===== src/rtl/l2t_pkg.sv =====
`timescale 1ns/1ps
// Package: shared types and age-code helpers for the aging L2 table.
// Assumes a 2-bit Gray-coded age with 2'b00 meaning a free slot.
package l2t_pkg;

    localparam logic [1:0] AGE_NEW  = 2'b10;
    localparam logic [1:0] AGE_MID  = 2'b11;
    localparam logic [1:0] AGE_OLD  = 2'b01;
    localparam logic [1:0] AGE_FREE = 2'b00;

    typedef struct packed {
        logic [47:0] mac;
        logic [11:0] vid;
    } l2_key_t;

    typedef struct packed {
        logic stat;
        logic auth;
        logic ipmc;
    } prot_t;

    typedef enum logic [2:0] {
        OP_NONE,
        OP_STWR,
        OP_DEL,
        OP_FLUSH,
        OP_LEARN,
        OP_AGE
    } op_e;

    // Next code on an aging step; the free code stays free.
    function automatic logic [1:0] age_next(input logic [1:0] a);
        case (a)
            AGE_NEW: age_next = AGE_MID;
            AGE_MID: age_next = AGE_OLD;
            default: age_next = AGE_FREE;
        endcase
    endfunction

    // Replacement rank: 0 for free, rising toward the newest code.
    function automatic logic [1:0] age_rank(input logic [1:0] a);
        case (a)
            AGE_FREE: age_rank = 2'd0;
            AGE_OLD:  age_rank = 2'd1;
            AGE_MID:  age_rank = 2'd2;
            default:  age_rank = 2'd3;
        endcase
    endfunction

endpackage


===== src/rtl/l2t_op_arb.sv =====
`timescale 1ns/1ps
// Module: picks the single table operation for this cycle.
// Assumes any request may arrive together with any other; the
// fixed order is static/delete, fast-age, learn, age tick.
module l2t_op_arb
    import l2t_pkg::*;
(
    input  logic st_valid,
    input  logic st_del,
    input  logic flush_valid,
    input  logic learn_valid,
    input  logic age_tick,
    output op_e  op
);

    // Fixed-priority choice among the pending requests.
    always_comb begin
        op = OP_NONE;
        if (st_valid)         op = st_del ? OP_DEL : OP_STWR;
        else if (flush_valid) op = OP_FLUSH;
        else if (learn_valid) op = OP_LEARN;
        else if (age_tick)    op = OP_AGE;
    end

endmodule


===== src/rtl/l2t_match.sv =====
`timescale 1ns/1ps
// Module: parallel key compare across all entries.
// Assumes keys are unique among live entries; reports the lowest
// matching index if that ever does not hold.
module l2t_match
    import l2t_pkg::*;
#(
    parameter int N = 8,
    localparam int IDX_W = (N > 1) ? $clog2(N) : 1
) (
    input  l2_key_t          key,
    input  l2_key_t          ent_key [N],
    input  logic [N-1:0]     ent_live,
    output logic             hit,
    output logic [IDX_W-1:0] idx
);

    logic [N-1:0] eq;

    for (genvar g = 0; g < N; g++) begin : g_cmp
        assign eq[g] = ent_live[g] && (ent_key[g] == key);
    end

    // Priority encode the compare vector, lowest index first.
    always_comb begin
        hit = |eq;
        idx = '0;
        for (int i = N - 1; i >= 0; i--) begin
            if (eq[i]) idx = IDX_W'(i);
        end
    end

endmodule


===== src/rtl/l2t_victim.sv =====
`timescale 1ns/1ps
// Module: chooses the slot a new key will occupy.
// Free slots rank lowest, then older age codes; protected slots are
// never candidates. Ties go to the lowest index.
module l2t_victim
    import l2t_pkg::*;
#(
    parameter int N = 8,
    localparam int IDX_W = (N > 1) ? $clog2(N) : 1
) (
    input  logic [1:0]       ent_age [N],
    input  logic [N-1:0]     ent_prot,
    output logic             found,
    output logic [IDX_W-1:0] idx
);

    logic [2:0] best;

    // Linear scan keeping the strictly smallest rank seen so far.
    always_comb begin
        found = 1'b0;
        idx   = '0;
        best  = 3'd4;
        for (int i = 0; i < N; i++) begin
            if (!ent_prot[i] && ({1'b0, age_rank(ent_age[i])} < best)) begin
                best  = {1'b0, age_rank(ent_age[i])};
                idx   = IDX_W'(i);
                found = 1'b1;
            end
        end
    end

endmodule


===== src/rtl/l2_age_table.sv =====
`timescale 1ns/1ps
// Module: fully associative L2 address table with Gray-coded aging.
// Holds NUM_ENTRIES entries of {MAC, VLAN} -> port mask. It applies at
// most one table operation per cycle, and lookups are registered and
// read the table before that cycle's update. Assumes NUM_PORTS >= 2 and
// NUM_ENTRIES a power of two.
module l2_age_table
    import l2t_pkg::*;
#(
    parameter int NUM_ENTRIES = 8,
    parameter int NUM_PORTS   = 4,
    localparam int PORT_W     = $clog2(NUM_PORTS)
) (
    input  logic                 clk,
    input  logic                 rst_n,
    input  logic                 lk_valid,
    input  logic [47:0]          lk_mac,
    input  logic [11:0]          lk_vid,
    output logic                 lk_rsp,
    output logic                 lk_miss,
    output logic [NUM_PORTS-1:0] lk_mask,
    input  logic                 learn_valid,
    input  logic [47:0]          learn_mac,
    input  logic [11:0]          learn_vid,
    input  logic [PORT_W-1:0]    learn_port,
    input  logic                 st_valid,
    input  logic                 st_del,
    input  logic [47:0]          st_mac,
    input  logic [11:0]          st_vid,
    input  logic [NUM_PORTS-1:0] st_mask,
    input  logic                 st_auth,
    input  logic                 st_ipmc,
    input  logic                 flush_valid,
    input  logic [NUM_PORTS-1:0] flush_ports,
    input  logic                 age_tick,
    output logic                 ins_fail
);

    localparam int N     = NUM_ENTRIES;
    localparam int IDX_W = (N > 1) ? $clog2(N) : 1;
    localparam logic [NUM_PORTS-1:0] PORT_ONE = NUM_PORTS'(1);

    l2_key_t              key_q  [N];
    logic [NUM_PORTS-1:0] mask_q [N];
    logic [1:0]           age_q  [N];
    prot_t                prot_q [N];

    logic [N-1:0] live, prot_any;
    op_e          op;
    l2_key_t      lk_key, ins_key;
    logic         lk_hit, ins_hit, vic_found;
    logic [IDX_W-1:0] lk_idx, ins_idx, vic_idx, slot;
    logic         slot_ok;
    logic [NUM_PORTS-1:0] learn_mask;

    for (genvar g = 0; g < N; g++) begin : g_state
        assign live[g]     = (age_q[g] != AGE_FREE);
        assign prot_any[g] = |prot_q[g];
    end

    assign lk_key     = '{mac: lk_mac, vid: lk_vid};
    assign ins_key    = st_valid ? '{mac: st_mac, vid: st_vid}
                                 : '{mac: learn_mac, vid: learn_vid};
    assign learn_mask = PORT_ONE << learn_port;
    assign slot       = ins_hit ? ins_idx : vic_idx;
    assign slot_ok    = ins_hit || vic_found;

    l2t_op_arb u_arb (
        .st_valid    (st_valid),
        .st_del      (st_del),
        .flush_valid (flush_valid),
        .learn_valid (learn_valid),
        .age_tick    (age_tick),
        .op          (op)
    );

    l2t_match #(.N(N)) u_lk_match (
        .key      (lk_key),
        .ent_key  (key_q),
        .ent_live (live),
        .hit      (lk_hit),
        .idx      (lk_idx)
    );

    l2t_match #(.N(N)) u_ins_match (
        .key      (ins_key),
        .ent_key  (key_q),
        .ent_live (live),
        .hit      (ins_hit),
        .idx      (ins_idx)
    );

    l2t_victim #(.N(N)) u_victim (
        .ent_age  (age_q),
        .ent_prot (prot_any),
        .found    (vic_found),
        .idx      (vic_idx)
    );

    // Register the lookup result from the pre-update table.
    always_ff @(posedge clk) begin
        if (!rst_n) begin
            lk_rsp  <= 1'b0;
            lk_miss <= 1'b1;
            lk_mask <= '1;
        end else begin
            lk_rsp <= lk_valid;
            if (lk_valid) begin
                lk_miss <= !lk_hit;
                lk_mask <= lk_hit ? mask_q[lk_idx] : '1;
            end
        end
    end

    // Apply the selected table operation to the entry storage.
    always_ff @(posedge clk) begin
        if (!rst_n) begin
            for (int i = 0; i < N; i++) begin
                key_q[i]  <= '0;
                mask_q[i] <= '0;
                age_q[i]  <= AGE_FREE;
                prot_q[i] <= '0;
            end
        end else begin
            case (op)
                OP_STWR: if (slot_ok) begin
                    key_q[slot]  <= ins_key;
                    mask_q[slot] <= st_mask;
                    age_q[slot]  <= AGE_NEW;
                    prot_q[slot] <= '{stat: 1'b1, auth: st_auth, ipmc: st_ipmc};
                end
                OP_DEL: if (ins_hit && prot_q[ins_idx].stat) begin
                    age_q[ins_idx]  <= AGE_FREE;
                    prot_q[ins_idx] <= '0;
                end
                OP_FLUSH: for (int i = 0; i < N; i++) begin
                    if (live[i] && !prot_any[i] && $onehot(mask_q[i])
                        && |(mask_q[i] & flush_ports))
                        age_q[i] <= AGE_FREE;
                end
                OP_LEARN: if (ins_hit) begin
                    if (!prot_any[ins_idx]) begin
                        age_q[ins_idx]  <= AGE_NEW;
                        mask_q[ins_idx] <= learn_mask;
                    end
                end else if (vic_found) begin
                    key_q[vic_idx]  <= ins_key;
                    mask_q[vic_idx] <= learn_mask;
                    age_q[vic_idx]  <= AGE_NEW;
                    prot_q[vic_idx] <= '0;
                end
                OP_AGE: for (int i = 0; i < N; i++) begin
                    if (live[i] && !prot_any[i]) age_q[i] <= age_next(age_q[i]);
                end
                default: ;
            endcase
        end
    end

    // Flag an insert that found neither its key nor a usable slot.
    always_ff @(posedge clk) begin
        if (!rst_n) ins_fail <= 1'b0;
        else        ins_fail <= ((op == OP_LEARN) || (op == OP_STWR)) && !slot_ok;
    end


    lk_rsp_chk: assert property (@(posedge clk) disable iff (!rst_n)
        lk_valid |=> lk_rsp);


    flood_on_miss_chk: assert property (@(posedge clk) disable iff (!rst_n)
        lk_miss |-> (&lk_mask));


    full_prot_fail_chk: assert property (@(posedge clk) disable iff (!rst_n)
        (op == OP_LEARN && !ins_hit && (&prot_any)) |=> ins_fail);

    for (genvar g = 0; g < N; g++) begin : g_chk

        age_step_chk: assert property (@(posedge clk) disable iff (!rst_n)
            (op == OP_AGE && age_q[g] == AGE_NEW && !prot_any[g])
            |=> (age_q[g] == AGE_MID));


        prot_keeps_age_chk: assert property (@(posedge clk) disable iff (!rst_n)
            prot_any[g] |-> (age_q[g] == AGE_NEW));


        free_unprot_chk: assert property (@(posedge clk) disable iff (!rst_n)
            (age_q[g] == AGE_FREE) |-> (prot_q[g] == '0));
    end

endmodule


===== config.mk =====
export PLATFORM = sky130hd
export DESIGN_NAME = l2_age_table
export DESIGN_NICKNAME = d
export VERILOG_FILES = /design/src/rtl/l2t_pkg.sv /design/src/rtl/l2t_op_arb.sv /design/src/rtl/l2t_match.sv /design/src/rtl/l2t_victim.sv /design/src/rtl/l2_age_table.sv
export SDC_FILE = /design/constraint.sdc
export NUM_CORES = 2
export LEC_CHECK = 0
export BUFFER_PORTS_ARGS = -buffer_cell sky130_fd_sc_hd__buf_2
export CAP_MARGIN = 30
export CORE_MARGIN = 1
export CORE_UTILIZATION = 40
export DETAILED_ROUTE_END_ITERATION = 16
export GPL_ROUTABILITY_DRIVEN = 0
export HOLD_SLACK_MARGIN = 0.06
export PLACE_DENSITY = 0.6
export SKIP_CTS_REPAIR_TIMING = 1
export SLEW_MARGIN = 25
export SYNTH_ARGS = -nofsm -noshare
export SYNTH_HDL_FRONTEND = slang
export SYNTH_SLANG_ARGS = --single-unit

===== constraint.sdc =====
create_clock -name clk -period 30.4 [get_ports clk]
set_clock_uncertainty 0.15 [all_clocks]
set_input_delay 1.52 -clock clk [delete_from_list [all_inputs] [get_ports clk]]
set_output_delay 1.52 -clock clk [all_outputs]
set_load 0.02 [all_outputs]

==> flow_summary_export.csv <==
group,metric,value,unit
sta,worst_pin_slew,1.24,ns
pwr,p_int,0.00175,W
clock_network,insertion_delay,0.65,ns
yosys,ys_seq_elements,559,
clock_network,cts_sinks,559,
detailed_routing,drt_iter0_drc,5301,
critical_path,critical-path-max-stage-delay,0.68,ns
critical_path,cp-end-kind,"flip-flop",
critical_path,required,30.79,ns
cells_and_area,finalNetCount,4312,
sta,fin_crit,12.11,ns
pwr,comb_power_share,34.7,%
grt,grt_pass1_wl,226000,um
clock_network,cts_buffers,66,
sta,slew_viol_final,0,
detailed_routing,route.vias.total,33400,
yosys,synth_ff_type,"dfxtp_1",
critical_path,crit_slowest_cell,"o32ai_4",
clock_network,cts_max_level,3,
pwr,switching_share,39.9,%
detailed_routing,dr.pass1.iters,7,
critical_path,cp_max_fo,66,
clock_network,path_clk_slew,0.06,ns
detailed_routing,viasPerCell,6.36,
sta,fmax,82.6,MHz
die,die_area,87800,um2
pwr,power_density,74.2,nW/um2
critical_path,critical_path_class,"flip-flop to flip-flop",
pwr,p_leak,13.4,nW
grt,grt_max_degree,199,
yosys,syn-num-nets,4257,
cells_and_area,fillers,8331,
yosys,synth_common_cells,"nor2_1 (617), dfxtp_1 (503), a211oi_1 (500), xnor2_1 (443), xor2_1 (286)",
place,hpwl,107000,um
min_path,min_path_type,"flip-flop to flip-flop",
critical_path,critPathArrivalTime,12.49,ns
sta,finalCritPeriodShare,39.8,%
die,fp.dieW,296,um
critical_path,crit_path_start_kind,"flip-flop",
clock_network,cts_root_buffer,"clkbuf_16",
sta,rsz0062_at_grt,"false",
detailed_routing,drc_errors,0,
critical_path,path_common_cell,"ha_1",
clock_network,cts_tree,"done",
sta,hold_violations,0,
die,num_io_pins,207,
cells_and_area,seqCellArea,11800,um2
yosys,yosysWarnings,0,
clock_network,cts_max_path_buffers,3,
cells_and_area,area_growth,13.3,%
pwr,p_sw,0.00116,W
die,start_util,40.5,%
yosys,ys_seq_area_share,33.9,%
sta,finalSetupViolations,0,
yosys,syn-cell-area,34600,um2
run,drv_cap,0,
detailed_routing,finalWirelength,162000,um
yosys,synth_top_area_share,29.1,%
grt,overflow,0,
die,core_area,85400,um2
pwr,p_clk_share,28.2,%
cells_and_area,multi_input_area,21300,um2
yosys,yosysTopAreaCell,"dfxtp_1",
yosys,synth-edff-count,56,
detailed_routing,antenna_left,0,
yosys,syn-instance-count,3994,
place,port_buffers,206,
sta,setup_tns,0,ns
yosys,postSynthAreaPerCell,8.67,um2
die,num_rows,107,
place,dpl.cell_count,5124,
grt,grt_pass1_vias,30500,
cells_and_area,antenna_cells,0,
pwr,peakVddDrop,0.0000401,V
yosys,synthTopCellsByArea,"dfxtp_1 (29%), xnor2_1 (11%), a211oi_1 (11%), xor2_1 (7.2%), nor2_1 (6.7%)",
yosys,synthArstFlopShare,0,%
grt,grtUsageTotal,36.1,%
die,die_h,296,um
sta,timing.hold.ws,0.334,ns
yosys,synth_cell_types,92,
cells_and_area,layout.cells.non_filler,5242,
detailed_routing,wl_per_cell,30.9,um
pwr,power_frac_seq,37.0,%
cells_and_area,final_layout_size_suffix_gt1_share,12.7,%
yosys,yosysMostFrequentCell,"nor2_1",
grt,antenna_found_initial,4,
outcome,outcome,"finished clean",
sta,slew-limit-headroom,17.1,%
flip-flops by register name (all words and copies together), names as in the netlist:
name / flops
key_q: 480
mask_q: 32
prot_q: 24
age_q: 16
lk_mask: 4
ins_fail: 1
lk_miss: 1
lk_rsp: 1
placed cells by master, fill, tap and decap left out, drive strengths merged, types with 8 or more instances in the layout:
| master | count |
|---|---|
| nor3 | 40 |
| nor2 | 617 |
| a22o | 15 |
| ha | 55 |
| o221ai | 12 |
| a2111oi | 14 |
| xor2 | 286 |
| o22ai | 69 |
| nor4 | 162 |
| o211ai | 14 |
| o2bb2ai | 33 |
| mux2i | 84 |
| o2111ai | 12 |
| a22oi | 37 |
| nand2 | 97 |
| a31oi | 24 |
| o21ai | 49 |
| buf | 313 |
| dfxtp | 503 |
| edfxtp | 56 |
| a21oi | 37 |
| a211oi | 502 |
| nand2b | 13 |
| a221oi | 35 |
| clkbuf | 91 |
| o31ai | 19 |
| nand3 | 44 |
| xnor2 | 443 |
| nand4 | 104 |
| or3 | 13 |
| clkinv | 21 |
| inv | 160 |
| fa | 8 |
kinds of logic after synthesis:
group                      count (synthesis)  synth area share [%]
adders and majority gates                 63                  2.45
xor gates and xnor gates                 729                  18.4
and+or+nand+nor                         1126                  15.0
AOI/OAI and AO/OA                        943                  20.6
buffers and inverters                    488                  5.91
DFF                                      559                  33.9
muxes                                     86                  3.68
area by class of cell:
class | instances | share of cell area, %
Multi-Input combinational cell | 2947 | 54.2
Sequential cell | 559 | 29.9
Timing Repair Buffer | 314 | 5.07
Clock buffer | 90 | 4.64
Tap cell | 1144 | 3.65
Inverter | 161 | 1.56
Clock inverter | 27 | 0.908
critical path, delay by kind of cell (launching register included):
kind                     cells  cell delay, ns
AO/OA/AOI/OAI               21            4.85
multiplexers                 2            0.75
flip-flops                   1            0.41
adder cells (fa/ha/maj)      7            1.92
AND/OR/NAND/NOR             14            2.98
buffers and inverters        3            0.94
layer usage:
metal  vias to the layer above  GRT usage, %  part of all wire (%)
li1                      14500             -                     -
met1                     15600          46.5                    38
met2                      2486          49.7                    38
met3                       735          13.0                    15
met4                         2          25.2                   8.7
met5                         -             0                0.0086
power by group through the flow:
| stage | clock network, W | registers (W) | logic, W |
|---|---|---|---|
| after floorplan | 0 | 0.00103 | 0.000700 |
| after CTS | 0.000822 | 0.00107 | 0.000978 |
| after detailed placement | 0 | 0.00109 | 0.000972 |
| final | 0.000822 | 0.00108 | 0.00101 |
| after global routing | 0.000852 | 0.00109 | 0.00108 |
| after global placement | 0 | 0.00108 | 0.000955 |
final timing paths:
| path | from | to | slack [ns] | cells after the start |
|---|---|---|---|---|
| hold reg to reg | lk_mask[0] | lk_mask[0] | 0.33 | 2 |
| setup reg to reg | prot_q[0][2] | key_q[130] | 18.29 | 47 |
| setup / recovery | prot_q[0][2] | key_q[130] | 18.29 | 47 |
| hold / removal | lk_mask[0] | lk_mask[0] | 0.33 | 2 |
through the flow:
step                      util [%]  cell area, um2  total power [W]  setup WS, ns
after detailed placement      43.4           37000          0.00206         18.59
after floorplan                  -           34600          0.00173         20.61
after global routing          46.0           39300          0.00303         17.40
final                         46.0           39300          0.00291         18.29
after global placement        43.1           36800          0.00204         18.73
after CTS                     45.9           39200          0.00287         18.63
No activity file was read; power rests on OpenSTA's default activity.
